### src/rtl/wdog_pkg.sv
package wdog_pkg;

    typedef enum logic [1:0] {
        MODE_OFF  = 2'd0,
        MODE_IRQ  = 2'd1,
        MODE_RST  = 2'd2,
        MODE_BOTH = 2'd3
    } wd_mode_e;

    typedef struct packed {
        logic       flag;
        logic       ie;
        logic       rst_en;
        logic [3:0] psel;
    } wd_ctrl_t;

    localparam int B_FLAG  = 7;
    localparam int B_IE    = 6;
    localparam int B_PHI   = 5;
    localparam int B_RSVD  = 4;
    localparam int B_RSTEN = 3;

    function automatic wd_mode_e mode_of(input logic lock_n, input logic rst_en,
                                         input logic ie);
        if (!lock_n) return MODE_RST;
        return wd_mode_e'({rst_en, ie});
    endfunction

    function automatic logic [3:0] psel_of(input logic [7:0] w);
        return {w[B_PHI], w[2:0]};
    endfunction

    function automatic logic [7:0] pack_csr(input wd_ctrl_t c);
        return {c.flag, c.ie, c.psel[3], 1'b0, c.rst_en, c.psel[2:0]};
    endfunction

endpackage

### src/rtl/wdog_tick.sv
module wdog_tick #(
    parameter int BASE_EXP = 11,
    parameter int SEL_MAX  = 9
) (
    input  logic       clk,
    input  logic       rst,
    input  logic       restart,
    input  logic [3:0] psel,
    output logic       tmo
);
    localparam int CW  = BASE_EXP + SEL_MAX;
    localparam int SHW = $clog2(CW + 1);

    logic [CW-1:0]  cnt;
    logic [CW-1:0]  last;
    logic [3:0]     sel_c;
    logic [SHW-1:0] shamt;

    always_comb begin
        sel_c = (psel > 4'(SEL_MAX)) ? 4'(SEL_MAX) : psel;
        shamt = SHW'(BASE_EXP) + SHW'(sel_c);
        last  = ~({CW{1'b1}} << shamt);
        tmo   = (cnt == last) && !restart;
    end

    always_ff @(posedge clk) begin
        if (rst || restart || tmo) cnt <= '0;
        else                       cnt <= cnt + 1'b1;
    end
endmodule

### src/rtl/wdog_act.sv
module wdog_act
    import wdog_pkg::*;
(
    input  logic     clk,
    input  logic     rst,
    input  wd_mode_e mode,
    input  logic     tmo,
    input  logic     flag,
    output logic     set_flag,
    output logic     sys_rst
);
    logic fire;

    always_comb begin
        set_flag = 1'b0;
        fire     = 1'b0;
        case (mode)
            MODE_IRQ:  set_flag = tmo;
            MODE_RST:  fire     = tmo;
            MODE_BOTH: begin
                if (flag) fire     = tmo;
                else      set_flag = tmo;
            end
            default: ;
        endcase
    end

    always_ff @(posedge clk) begin
        if (rst) sys_rst <= 1'b0;
        else     sys_rst <= fire;
    end
endmodule

### src/rtl/wdog_csr.sv
module wdog_csr
    import wdog_pkg::*;
(
    input  logic       clk,
    input  logic       rst,
    input  logic       rflag,
    input  logic       ack,
    input  logic       wr_en,
    input  logic [7:0] wr_data,
    input  wd_mode_e   mode,
    input  logic       set_flag,
    output wd_ctrl_t   ctrl,
    output logic       psel_chg
);
    wd_ctrl_t q, nxt;
    logic     unused_rsvd;

    assign unused_rsvd = wr_data[B_RSVD];

    always_comb begin
        ctrl        = q;
        ctrl.rst_en = q.rst_en | rflag;
        psel_chg    = wr_en && (psel_of(wr_data) != q.psel);
    end

    always_comb begin
        nxt = q;
        if (wr_en) begin
            if (wr_data[B_FLAG]) nxt.flag = 1'b0;
            nxt.ie     = wr_data[B_IE];
            nxt.rst_en = wr_data[B_RSTEN];
            nxt.psel   = psel_of(wr_data);
        end
        if (ack) begin
            nxt.flag = 1'b0;
            if (mode == MODE_BOTH) nxt.ie = 1'b0;
        end
        if (set_flag) nxt.flag = 1'b1;
        if (rflag)    nxt.rst_en = 1'b1;
    end

    always_ff @(posedge clk) begin
        if (rst) begin
            q        <= '0;
            q.rst_en <= rflag;
        end else begin
            q <= nxt;
        end
    end
endmodule

### src/rtl/wdog_ctl.sv
module wdog_ctl
    import wdog_pkg::*;
#(
    parameter int BASE_EXP = 11,
    parameter int SEL_MAX  = 9
) (
    input  logic       clk,
    input  logic       rst,
    input  logic       lock_n,
    input  logic       rflag,
    input  logic       kick,
    input  logic       ack,
    input  logic       wr_en,
    input  logic [7:0] wr_data,
    output logic [7:0] rd_data,
    output logic       irq,
    output logic       sys_rst
);
    wd_ctrl_t ctrl;
    wd_mode_e mode;
    logic     psel_chg;
    logic     tmo;
    logic     set_flag;

    assign mode    = mode_of(lock_n, ctrl.rst_en, ctrl.ie);
    assign irq     = ctrl.flag & ctrl.ie;
    assign rd_data = pack_csr(ctrl);

    wdog_tick #(.BASE_EXP(BASE_EXP), .SEL_MAX(SEL_MAX)) tick_i (
        .clk     (clk),
        .rst     (rst),
        .restart (kick | psel_chg),
        .psel    (ctrl.psel),
        .tmo     (tmo)
    );

    wdog_csr csr_i (
        .clk      (clk),
        .rst      (rst),
        .rflag    (rflag),
        .ack      (ack),
        .wr_en    (wr_en),
        .wr_data  (wr_data),
        .mode     (mode),
        .set_flag (set_flag),
        .ctrl     (ctrl),
        .psel_chg (psel_chg)
    );

    wdog_act act_i (
        .clk      (clk),
        .rst      (rst),
        .mode     (mode),
        .tmo      (tmo),
        .flag     (ctrl.flag),
        .set_flag (set_flag),
        .sys_rst  (sys_rst)
    );
endmodule

### config.mk
export PLATFORM = sky130hd
export DESIGN_NAME = wdog_ctl
export DESIGN_NICKNAME = d
export VERILOG_FILES = /design/src/rtl/wdog_pkg.sv /design/src/rtl/wdog_tick.sv /design/src/rtl/wdog_act.sv /design/src/rtl/wdog_csr.sv /design/src/rtl/wdog_ctl.sv
export SDC_FILE = /design/constraint.sdc
export NUM_CORES = 1
export LEC_CHECK = 0
export BUFFER_PORTS_ARGS = -buffer_cell sky130_fd_sc_hd__buf_2
export CELL_PAD_IN_SITES_DETAIL_PLACEMENT = 0
export CELL_PAD_IN_SITES_GLOBAL_PLACEMENT = 2
export CORE_ASPECT_RATIO = 1.4
export CORE_UTILIZATION = 35
export CTS_BUF_LIST = sky130_fd_sc_hd__clkbuf_4 sky130_fd_sc_hd__clkbuf_8
export CTS_CLUSTER_DIAMETER = 40
export DETAILED_ROUTE_END_ITERATION = 6
export PLACE_DENSITY = 0.92
export SLEW_MARGIN = 20
export SYNTH_ARGS = -nofsm -noshare
export SYNTH_HDL_FRONTEND = slang
export SYNTH_SLANG_ARGS = --single-unit
### constraint.sdc
create_clock -name clk -period 9.56 [get_ports clk]
set_clock_uncertainty 0.2 [all_clocks]
set_input_delay 1.434 -clock clk [delete_from_list [all_inputs] [get_ports clk]]
set_output_delay 1.434 -clock clk [all_outputs]
set_load 0.02 [all_outputs]
==> summary.txt, run 1 <==
Run status
  • Status: complete, no violations

GRT
  • Gr usage total: 16.7%
  • Overflow after GRT: 0
  • Initial antenna violation count: 0
  • Number of global-route vias before repair: 1831
  • Largest net degree at the start of global routing: 22
  • First-pass GRT wire length: 8330 µm

Yosys
  • Top area cells in the synthesized netlist: dfxtp_1, xnor2_1, a21oi_1, nor2_1, mux2i_1
  • Syn avg cell area: 7.82 µm²
  • Complex-gate fraction of the synthesized area: 21.8%
  • Synth Area in XOR/XNOR: 10.2%
  • Synth Warn #: 0
  • Async S/R FF share, synth: 0%
  • Post-synthesis mux area share: 3.26%
  • Post-synth EDFFs: 1
  • Yosys top cell area share: 25.1%
  • Mapped Area: 2150 µm²
  • Area leader, netlist: dfxtp_1
  • Seq/Total Area, Yosys: 26.5%
  • Yosys reg bits: 28
  • Leading register cell type out of synthesis: dfxtp_1
  • Mapped Nets: 293
  • Synth unique cells: 59
  • Largest family of logic cells by synthesized area: simple AND/OR/NAND/NOR gates
  • Post-Synth Adder-Cell Area: 2.21%
  • Post-synthesis cell count: 275
  • Post-synthesis simple-gate area fraction: 25.4%

Routing
  • Routed wl met2: 2570 µm
  • 1st-pass router iterations: 4
  • Highest Signal Layer: met4
  • Avg WL per Cell: 14.7 µm
  • Met3 routed WL: 153 µm
  • M1 WL: 2170 µm
  • Vias per cell: 5.79
  • Via Count: 1976
  • Initial drt markers: 107
  • Final ANT Viol Nets: 0
  • Post-route DRC: 0
  • WL final: 5020 µm

Place
  • RePlAce Congestion: 0.864
  • Post-DP Area: 2170 µm²
  • Port buffer count: 22
  • Dpl ws: 5.86 ns
  • Cells after DPL: 337
  • Post-detail-place hpwl: 3650 µm

STA
  • Final Hold Vio Count: 0
  • Fmax: 266 MHz
  • Endpoints failing setup: 0
  • Max-slew violations: 0
  • Worst-Margin Slew: 0.752 ns
  • Max-slew headroom: 49.8%
  • Setup TNS: 0 ns
  • Worst Setup Slack, final: 5.80 ns
  • Crit share post-route: 39.4%
  • RSZ-0062 raised after global routing: no
  • Final min period: 3.76 ns

Worst setup path
  • Crit path largest cell delay: 0.74 ns
  • Critical Path End Type: flip-flop
  • CP cell instances: nor2b_1, nor2_1, nand2_1, ha_1, nor2b_1, o32ai_1, a2111oi_0, nand4b_1, nor4_2, buf_4, a2111oi_0
  • Crit Path Max Fanout: 21
  • Critical Path Slowest Stage Cell: dfxtp_1
  • CP Launch Type: flip-flop
  • Signal arrival time at the worst endpoint: 3.68 ns
  • Crit path required time: 9.48 ns
  • Worst Setup Path Type: flip-flop to flip-flop

Power and ir drop
  • P_leak: 0.000804 µW
  • Power, Total: 244 µW
  • Switching power share of the total: 28.6%
  • Sequential Power Share: 50.8%
  • Clock share of power: 30.9%
  • Worst vdd ir: 0.0623 mV
  • Logic pwr share: 18.4%
  • Cell internal pwr: 174 µW
  • P_sw: 69.9 µW
  • Power Density: 110 nW/µm²

Cells and area
  • Diodes inserted: 0
  • Non-filler cells, final: 341
  • Fillers: 636
  • Net count, final: 290
  • Synth-to-Final Area Change: 3.32%
  • Share of cells above drive strength 1: 11.8%
  • Final Cell Area: 2220 µm²

Clock network
  • Htree depth: 1
  • Clock Latency Late Sink: 0.28 ns
  • # clock sinks: 28
  • Post-CTS setup buffer count: 0
  • Cts hold-fix bufs: 0
  • CTS root buffer: clkbuf_8
  • Max clock buf depth: 2
  • Resized Gates After CTS: 0
  • Clock slew at reported path FFs: 0.10 ns
  • CTS Buf Count: 3
  • TritonCTS clock tree: done

Floorplan
  • Ports: 25
  • Cell Rows: 33
  • Core footprint: 5900 µm²
  • Die H: 94.7 µm
  • Initial Utilization: 36.4%
  • Die outline width: 68.2 µm
  • Die area: 6460 µm²

Flow run
  • Max Cap Viol: 0

Min path
  • Hold/Removal Path Class: flip-flop to flip-flop
==> layout make-up <==
class	instances	area, µm²	area share [%]
multi-input combinational	207	1360	61.1
sequential	28	571	25.7
timing repair buffer	23	118	5.30
tap	70	87.6	3.94
clock buffer	4	55.1	2.48
inverter	9	33.8	1.52
==> critical path: cells and delay by family (launching register included) <==
kind | cells | cell delay, ns
compound gates | 3 | 0.65
fa+ha+maj | 1 | 0.40
flops | 1 | 0.74
buf+inv | 1 | 0.29
simple gates | 6 | 1.30
==> cells in the mapped netlist (all sizes together) (2+ instances only) <==
library cell / number
buf: 20
nor2b: 6
xnor2: 22
a2111oi: 6
or3: 9
a211oi: 2
a2bb2oi: 2
nor3: 6
o21a: 2
a21oi: 20
nor2: 23
nand3: 12
a22oi: 2
a211o: 2
ha: 3
nand4: 7
o32ai: 2
nand2b: 4
and4: 2
clkbuf: 11
inv: 9
and3: 4
dfxtp: 27
o211a: 3
nand2: 16
a21o: 2
o22ai: 3
o21ai: 9
nor4b: 2
or2: 2
or4: 2
xor2: 3
nor4: 3
mux2i: 7
o31ai: 2
==> worst paths after layout <==
| kind | from | endpoint | slack [ns] | cells past startpoint |
|---|---|---|---|---|
| worst max-delay path | csr_i.ctrl[3]$_SDFFE_PP0P_ | tick_i.cnt[1]$_SDFF_PP0_ | 5.80 | 11 |
| worst max register to register | csr_i.ctrl[3]$_SDFFE_PP0P_ | tick_i.cnt[1]$_SDFF_PP0_ | 5.80 | 11 |
| worst min-delay path | csr_i.ctrl[5]$_SDFF_PP0_ | csr_i.ctrl[5]$_SDFF_PP0_ | 0.38 | 2 |
| worst min register to register | csr_i.ctrl[5]$_SDFF_PP0_ | csr_i.ctrl[5]$_SDFF_PP0_ | 0.38 | 2 |
==> cell usage in the layout, fill, tap and decap left out, drive strengths merged, types with 2 or more instances in the layout <==
master / Yosys / routed
nor2b: 6 / 6
or4: 2 / 2
nor4b: 2 / 2
a211oi: 2 / 2
nand2b: 4 / 4
nand3: 12 / 12
clkbuf: 11 / 4
nand4: 7 / 7
inv: 9 / 9
nor4: 3 / 3
a22oi: 2 / 2
a21oi: 20 / 20
buf: 20 / 23
a21o: 2 / 2
a2111oi: 6 / 6
and4: 2 / 2
o31ai: 2 / 2
a211o: 2 / 2
xnor2: 22 / 22
nand2: 16 / 16
o32ai: 2 / 2
o22ai: 3 / 3
o211a: 3 / 3
and3: 4 / 4
a2bb2oi: 2 / 2
o21a: 2 / 2
xor2: 3 / 3
or2: 2 / 2
nor3: 6 / 6
ha: 3 / 3
o21ai: 9 / 9
nor2: 23 / 23
mux2i: 7 / 7
dfxtp: 27 / 27
or3: 9 / 9
==> power groups by stage <==
stage | Sequential (µW) | Clock (µW) | Combinational, µW
after floorplan | 123 | 0 | 39.5
after global routing | 125 | 81.3 | 49.8
after global placement | 127 | 0 | 44.7
after CTS | 124 | 79.1 | 44.9
final | 124 | 75.5 | 44.9
after detailed placement | 127 | 0 | 44.7
==> stage by stage <==
stage / hold WS (ns) / util, %
3_5_place_dp: 0.370 / 36.7
3_3_place_gp: 0.358 / 36.7
4_1_cts: 0.384 / 37.6
5_1_grt: 0.428 / 37.6
6_report: 0.376 / 37.6
2_1_floorplan: 0.334 / -
==> state kept, by name (all words and copies together), names as in the netlist <==
| name | cells |
|---|---|
| tick_i.cnt | 20 |
| act_i.sys_rst | 1 |
| csr_i.q | 1 |
| csr_i.ctrl | 6 |
==> kinds of logic after synthesis <==
kind of cell             count (synthesis)
multiplexers                             7
AO/OA/AOI/OAI                           68
XOR/XNOR                                25
AND/OR/NAND/NOR                        102
other                                    1
adder cells (fa/ha/maj)                  4
flip-flops                              28
buffers and inverters                   40
==> routing by layer <==
metal | up-vias | track usage (%)
li1 | 982 | -
met1 | 930 | 19.5
met2 | 51 | 29.7
met3 | 13 | 1.69
met4 | 0 | 7.64
met5 | - | 0
(Power assumes the default switching activity.)
==> inputs of run 2 (changes only) <==
- clock period: 9.56 -> 3.9 ns (I/O delays scaled with it)
==> summary.txt, run 2 (synthesized netlist as in run 1, its figures left out) <==
Cells and area
  • Fillers: 654
  • Net count, final: 297
  • Share of cells above drive strength 1: 14.0%
  • Reg with most FFs: tick_i.cnt
  • Synth-to-Final Area Change: 6.52%
  • Max reg flops: 20
  • Post-Route Utilization: 38.8%
  • Diodes inserted: 0
  • Commonest non-fill, non-tap cells in the layout: dfxtp_1, nor2_1, xnor2_1, buf_2, a21oi_1
  • Commonest non-fill, non-tap cell in the layout: dfxtp_1
  • Reg area: 571 µm²
  • Area of the multi-input gates: 1360 µm²

STA
  • Max-slew headroom: 53.9%
  • Final Hold Vio Count: 0
  • Setup TNS: 0 ns
  • Worst-Margin Slew: 0.682 ns
  • Fmax: 298 MHz
  • Max-slew violations: 0
  • Final min period: 3.35 ns
  • Crit share post-route: 86.0%
  • Endpoints failing setup: 0
  • RSZ-0062 raised after global routing: no

Run status
  • Status: complete, no violations

Worst setup path
  • Crit Path Max Fanout: 21
  • Crit path required time: 3.85 ns
  • Signal arrival time at the worst endpoint: 3.31 ns
  • Critical Path End Type: flip-flop
  • CP cell instances: nor2_1, nor2b_1, nor2_1, nand2_1, ha_1, nor2b_1, o32ai_1, a2111oi_0, nand4b_1, nor4_2, buf_4, a2111oi_0
  • CP Launch Type: flip-flop
  • Worst Setup Path Type: flip-flop to flip-flop
  • Critical Path Slowest Stage Cell: nor2b_1
  • Crit path largest cell delay: 0.42 ns

Clock network
  • CTS root buffer: clkbuf_8
  • CTS Buf Count: 3
  • Resized Gates After CTS: 0
  • Max clock buf depth: 2
  • TritonCTS clock tree: done
  • Clock slew at reported path FFs: 0.10 ns
  • Cts hold-fix bufs: 0
  • Clock Latency Late Sink: 0.28 ns
  • Post-CTS setup buffer count: 0
  • Htree depth: 1
  • # clock sinks: 28

Routing
  • Final ANT Viol Nets: 0
  • WL final: 5370 µm
  • Post-route DRC: 0
  • Via Count: 1978
  • Avg WL per Cell: 15.4 µm
  • Vias per cell: 5.68
  • 1st-pass router iterations: 4
  • Initial drt markers: 122

GRT
  • First-pass GRT wire length: 8710 µm
  • Largest net degree at the start of global routing: 22
  • Overflow after GRT: 0
  • Number of global-route vias before repair: 1857
  • Initial antenna violation count: 0
  • Gr usage total: 17.7%

Flow run
  • Max Cap Viol: 0

Floorplan
  • Die H: 94.7 µm
  • Die area: 6460 µm²
  • Die outline width: 68.2 µm
  • Ports: 25
  • Core footprint: 5900 µm²
  • Cell Rows: 33
  • Initial Utilization: 36.4%

Min path
  • Hold/Removal Path Class: input port to flip-flop

Power and ir drop
  • Power, Total: 655 µW
  • Worst vdd ir: 0.126 mV
  • P_leak: 0.000847 µW
  • Power Density: 286 nW/µm²

Place
  • RePlAce Congestion: 0.811
  • Port buffer count: 22
  • Post-detail-place hpwl: 3910 µm
-- run 2: stage by stage --
stage,hold WS [ns],cell area [µm²],cells,worst slack (ns)
after floorplan,0.334,2150,275,0.542
after global placement,0.356,2220,344,0.649
after detailed placement,0.376,2220,344,0.582
after CTS,0.373,2290,348,0.557
after global routing,0.378,2290,348,0.253
final,0.374,2290,348,0.548
-- run 2: worst paths after layout --
path / from / end / slack (ns) / cells past startpoint
worst max-delay path: csr_i.ctrl[2]$_SDFFE_PP0P_ / tick_i.cnt[0]$_SDFF_PP0_ / 0.55 / 12
worst min-delay path: wr_data[0] / csr_i.ctrl[0]$_SDFFE_PP0P_ / 0.37 / 3
worst max register to register: csr_i.ctrl[2]$_SDFFE_PP0P_ / tick_i.cnt[0]$_SDFF_PP0_ / 0.55 / 12
worst min register to register: csr_i.ctrl[5]$_SDFF_PP0_ / csr_i.ctrl[5]$_SDFF_PP0_ / 0.39 / 2
-- run 2: cell type report --
type                    instances  share of cell area (%)
multi-input cells             207                    59.2
clock inverters                 1                    1.31
clock buffers                   3                    1.80
flip-flops and latches         28                    24.9
well taps                      70                    3.83
repair buffers                 30                    7.43
inverters                       9                    1.48
-- run 2: layer usage --
layer | part of all wire [%] | vias up | global-route usage [%]
li1 | - | 995 | -
met1 | 43 | 944 | 21.1
met2 | 52 | 33 | 31.1
met3 | 2.2 | 6 | 1.69
met4 | 2.2 | 0 | 7.29
met5 | 0 | - | 0
-- run 2: critical path: cells and delay by family, from the launching register on --
| family | cells | cell delay [ns] |
|---|---|---|
| AND/OR/NAND/NOR | 7 | 1.34 |
| AO/OA/AOI/OAI | 3 | 0.65 |
| adder cells (fa/ha/maj) | 1 | 0.40 |
| flip-flops | 1 | 0.34 |
| buffers and inverters | 1 | 0.30 |
-- run 2: power by group --
| group | switching (µW) | leakage (µW) | internal, µW |
|---|---|---|---|
| combinational | 74.3 | 0.000583 | 50.3 |
| clock | 96.1 | 0.0000357 | 137 |
| sequential | 4.96 | 0.000229 | 292 |
==> inputs of run 3 (changes only) <==
==> constraint.sdc (replaced) <==
create_clock -name clk -period 3.9 [get_ports clk]
set_clock_uncertainty 0.2 [all_clocks]
set_input_delay 0 -clock clk [delete_from_list [all_inputs] [get_ports clk]]
set_output_delay 0 -clock clk [all_outputs]
set_load 0.02 [all_outputs]
==> summary.txt, run 3 (synthesized netlist as in run 1, its figures left out) <==
Clock network
  • Max clock buf depth: 2
  • Htree depth: 1
  • Clock slew at reported path FFs: 0.11 ns
  • # clock sinks: 28
  • Resized Gates After CTS: 0
  • Clock Latency Late Sink: 0.29 ns
  • TritonCTS clock tree: done
  • CTS root buffer: clkbuf_8
  • CTS Buf Count: 3

Cells and area
  • Commonest non-fill, non-tap cells in the layout: dfxtp_1, nor2_1, xnor2_1, buf_2, a21oi_1
  • Diodes inserted: 0
  • Net count, final: 316
  • Commonest non-fill, non-tap cell in the layout: dfxtp_1
  • Share of cells above drive strength 1: 13.1%
  • Max reg flops: 20
  • Reg with most FFs: tick_i.cnt
  • Synth-to-Final Area Change: 15.4%
  • Fillers: 609

STA
  • Worst-Margin Slew: 0.619 ns
  • Worst Setup Slack, final: 0.510 ns
  • Final min period: 3.39 ns
  • Final Hold Vio Count: 0
  • Max-slew violations: 0
  • Endpoints failing setup: 0
  • RSZ-0062 raised after global routing: no
  • Fmax: 295 MHz
  • Crit share post-route: 86.9%
  • Max-slew headroom: 58.1%
  • Setup TNS: 0 ns

Power and ir drop
  • Cell internal pwr: 493 µW
  • Power Density: 273 nW/µm²
  • P_sw: 183 µW
  • Clock share of power: 35.4%
  • Worst vdd ir: 0.124 mV
  • Logic pwr share: 20.6%
  • Switching power share of the total: 27.1%
  • Sequential Power Share: 43.9%
  • P_leak: 0.000937 µW

Flow run
  • Max Cap Viol: 0

Routing
  • Vias per cell: 5.60
  • 1st-pass router iterations: 4
  • Avg WL per Cell: 14.8 µm
  • Initial drt markers: 143
  • WL final: 5440 µm
  • Via Count: 2056
  • Post-route DRC: 0
  • Final ANT Viol Nets: 0

GRT
  • Initial antenna violation count: 0
  • Largest net degree at the start of global routing: 22
  • Gr usage total: 17.7%
  • Number of global-route vias before repair: 1865
  • Overflow after GRT: 0
  • First-pass GRT wire length: 8760 µm

Place
  • Post-detail-place hpwl: 3820 µm
  • Port buffer count: 22
  • Dpl ws: 0.602 ns
  • RePlAce Congestion: 0.815

Worst setup path
  • Reg2Reg Setup Slack: 0.51 ns
  • Worst setup startpoint: csr_i.ctrl[2]$_SDFFE_PP0P_
  • Signal arrival time at the worst endpoint: 3.35 ns
  • Crit Path Max Fanout: 21
  • Worst Setup Path Type: flip-flop to flip-flop
  • R2R cell count: 12
  • Critical R2R Launch: csr_i.ctrl[2]$_SDFFE_PP0P_
  • CP Launch Type: flip-flop
  • Crit path required time: 3.86 ns
  • FF-to-FF End: tick_i.cnt[0]$_SDFF_PP0_
  • Critical Path End Type: flip-flop

Floorplan
  • Initial Utilization: 36.4%
  • Cell Rows: 33
  • Die H: 94.7 µm
  • Core footprint: 5900 µm²
  • Die area: 6460 µm²
  • Die outline width: 68.2 µm
  • Ports: 25

Min path
  • Hold endpoint: tick_i.cnt[1]$_SDFF_PP0_
  • Worst hold stages: 3
  • Worst hold start: kick
  • Hold/Removal Path Class: input port to flip-flop

Run status
  • Status: complete, no violations
## run 3: changes by cell type in the layout (fill, tap and decap cells not counted), sizes merged
cell	before	now
dlygate4sd3	0	19
## run 3: critical path, cell delays in order (launching register included)
cell and delay, ns:
dfxtp_1 0.36, nor2_1 0.14, nor2b_1 0.06, nor2_1 0.13, nand2_1 0.08, ha_1 0.39
nor2b_1 0.42, o32ai_1 0.13, a2111oi_0 0.42, nand4b_1 0.21, nor4_2 0.27, buf_4 0.29
a2111oi_0 0.14
## run 3: repair_timing
| action | 4_1_cts | 5_1_grt |
|---|---|---|
| hold endpoints to repair | 12 | 0 |
| setup endpoints to repair | 0 | 0 |
| setup buffers | 0 | 0 |
| hold buffers | 19 | 0 |
## run 3: final cells by class
cell class / count / area [µm²] / share of cell area (%)
multi-input combinational: 207 / 1360 / 54.7
sequential: 28 / 571 / 23.0
timing repair buffer: 49 / 360 / 14.5
tap: 70 / 87.6 / 3.53
clock buffer: 3 / 41.3 / 1.66
inverter: 9 / 33.8 / 1.36
clock inverter: 1 / 30.0 / 1.21
## run 3: metal layers
| layer | vias up | wire [µm] | global-route usage (%) |
|---|---|---|---|
| li1 | 1033 | - | - |
| met1 | 967 | 2430 | 21.1 |
| met2 | 45 | 2690 | 30.9 |
| met3 | 11 | 167 | 1.81 |
| met4 | 0 | 150 | 7.64 |
| met5 | - | 0 | 0 |
## run 3: worst max-delay path by stage
stage | to
after floorplan | tick_i.cnt[16]$_SDFF_PP0_
after global placement | tick_i.cnt[1]$_SDFF_PP0_
after detailed placement | tick_i.cnt[13]$_SDFF_PP0_
after CTS | tick_i.cnt[1]$_SDFF_PP0_
after global routing | tick_i.cnt[1]$_SDFF_PP0_
final | tick_i.cnt[0]$_SDFF_PP0_
## run 3: stage by stage
| stage | cells | util, % | total power, µW | hold WS (ns) | area (µm²) |
|---|---|---|---|---|---|
| 2_1_floorplan | 275 | - | 399 | -0.0526 | 2150 |
| 3_3_place_gp | 344 | 37.6 | 427 | 0.0686 | 2220 |
| 3_5_place_dp | 344 | 37.6 | 427 | 0.0749 | 2220 |
| 4_1_cts | 367 | 42.0 | 681 | 0.0581 | 2480 |
| 5_1_grt | 367 | 42.0 | 706 | 0.135 | 2480 |
| 6_report | 367 | 42.0 | 677 | 0.0592 | 2480 |
## run 3: power groups by stage
stage / registers (µW) / clock network (µW) / logic [µW]
final: 297 / 240 / 139
after global routing: 298 / 255 / 153
after CTS: 297 / 245 / 139
after detailed placement: 304 / 0 / 123
after global placement: 304 / 0 / 124
after floorplan: 302 / 0 / 96.9
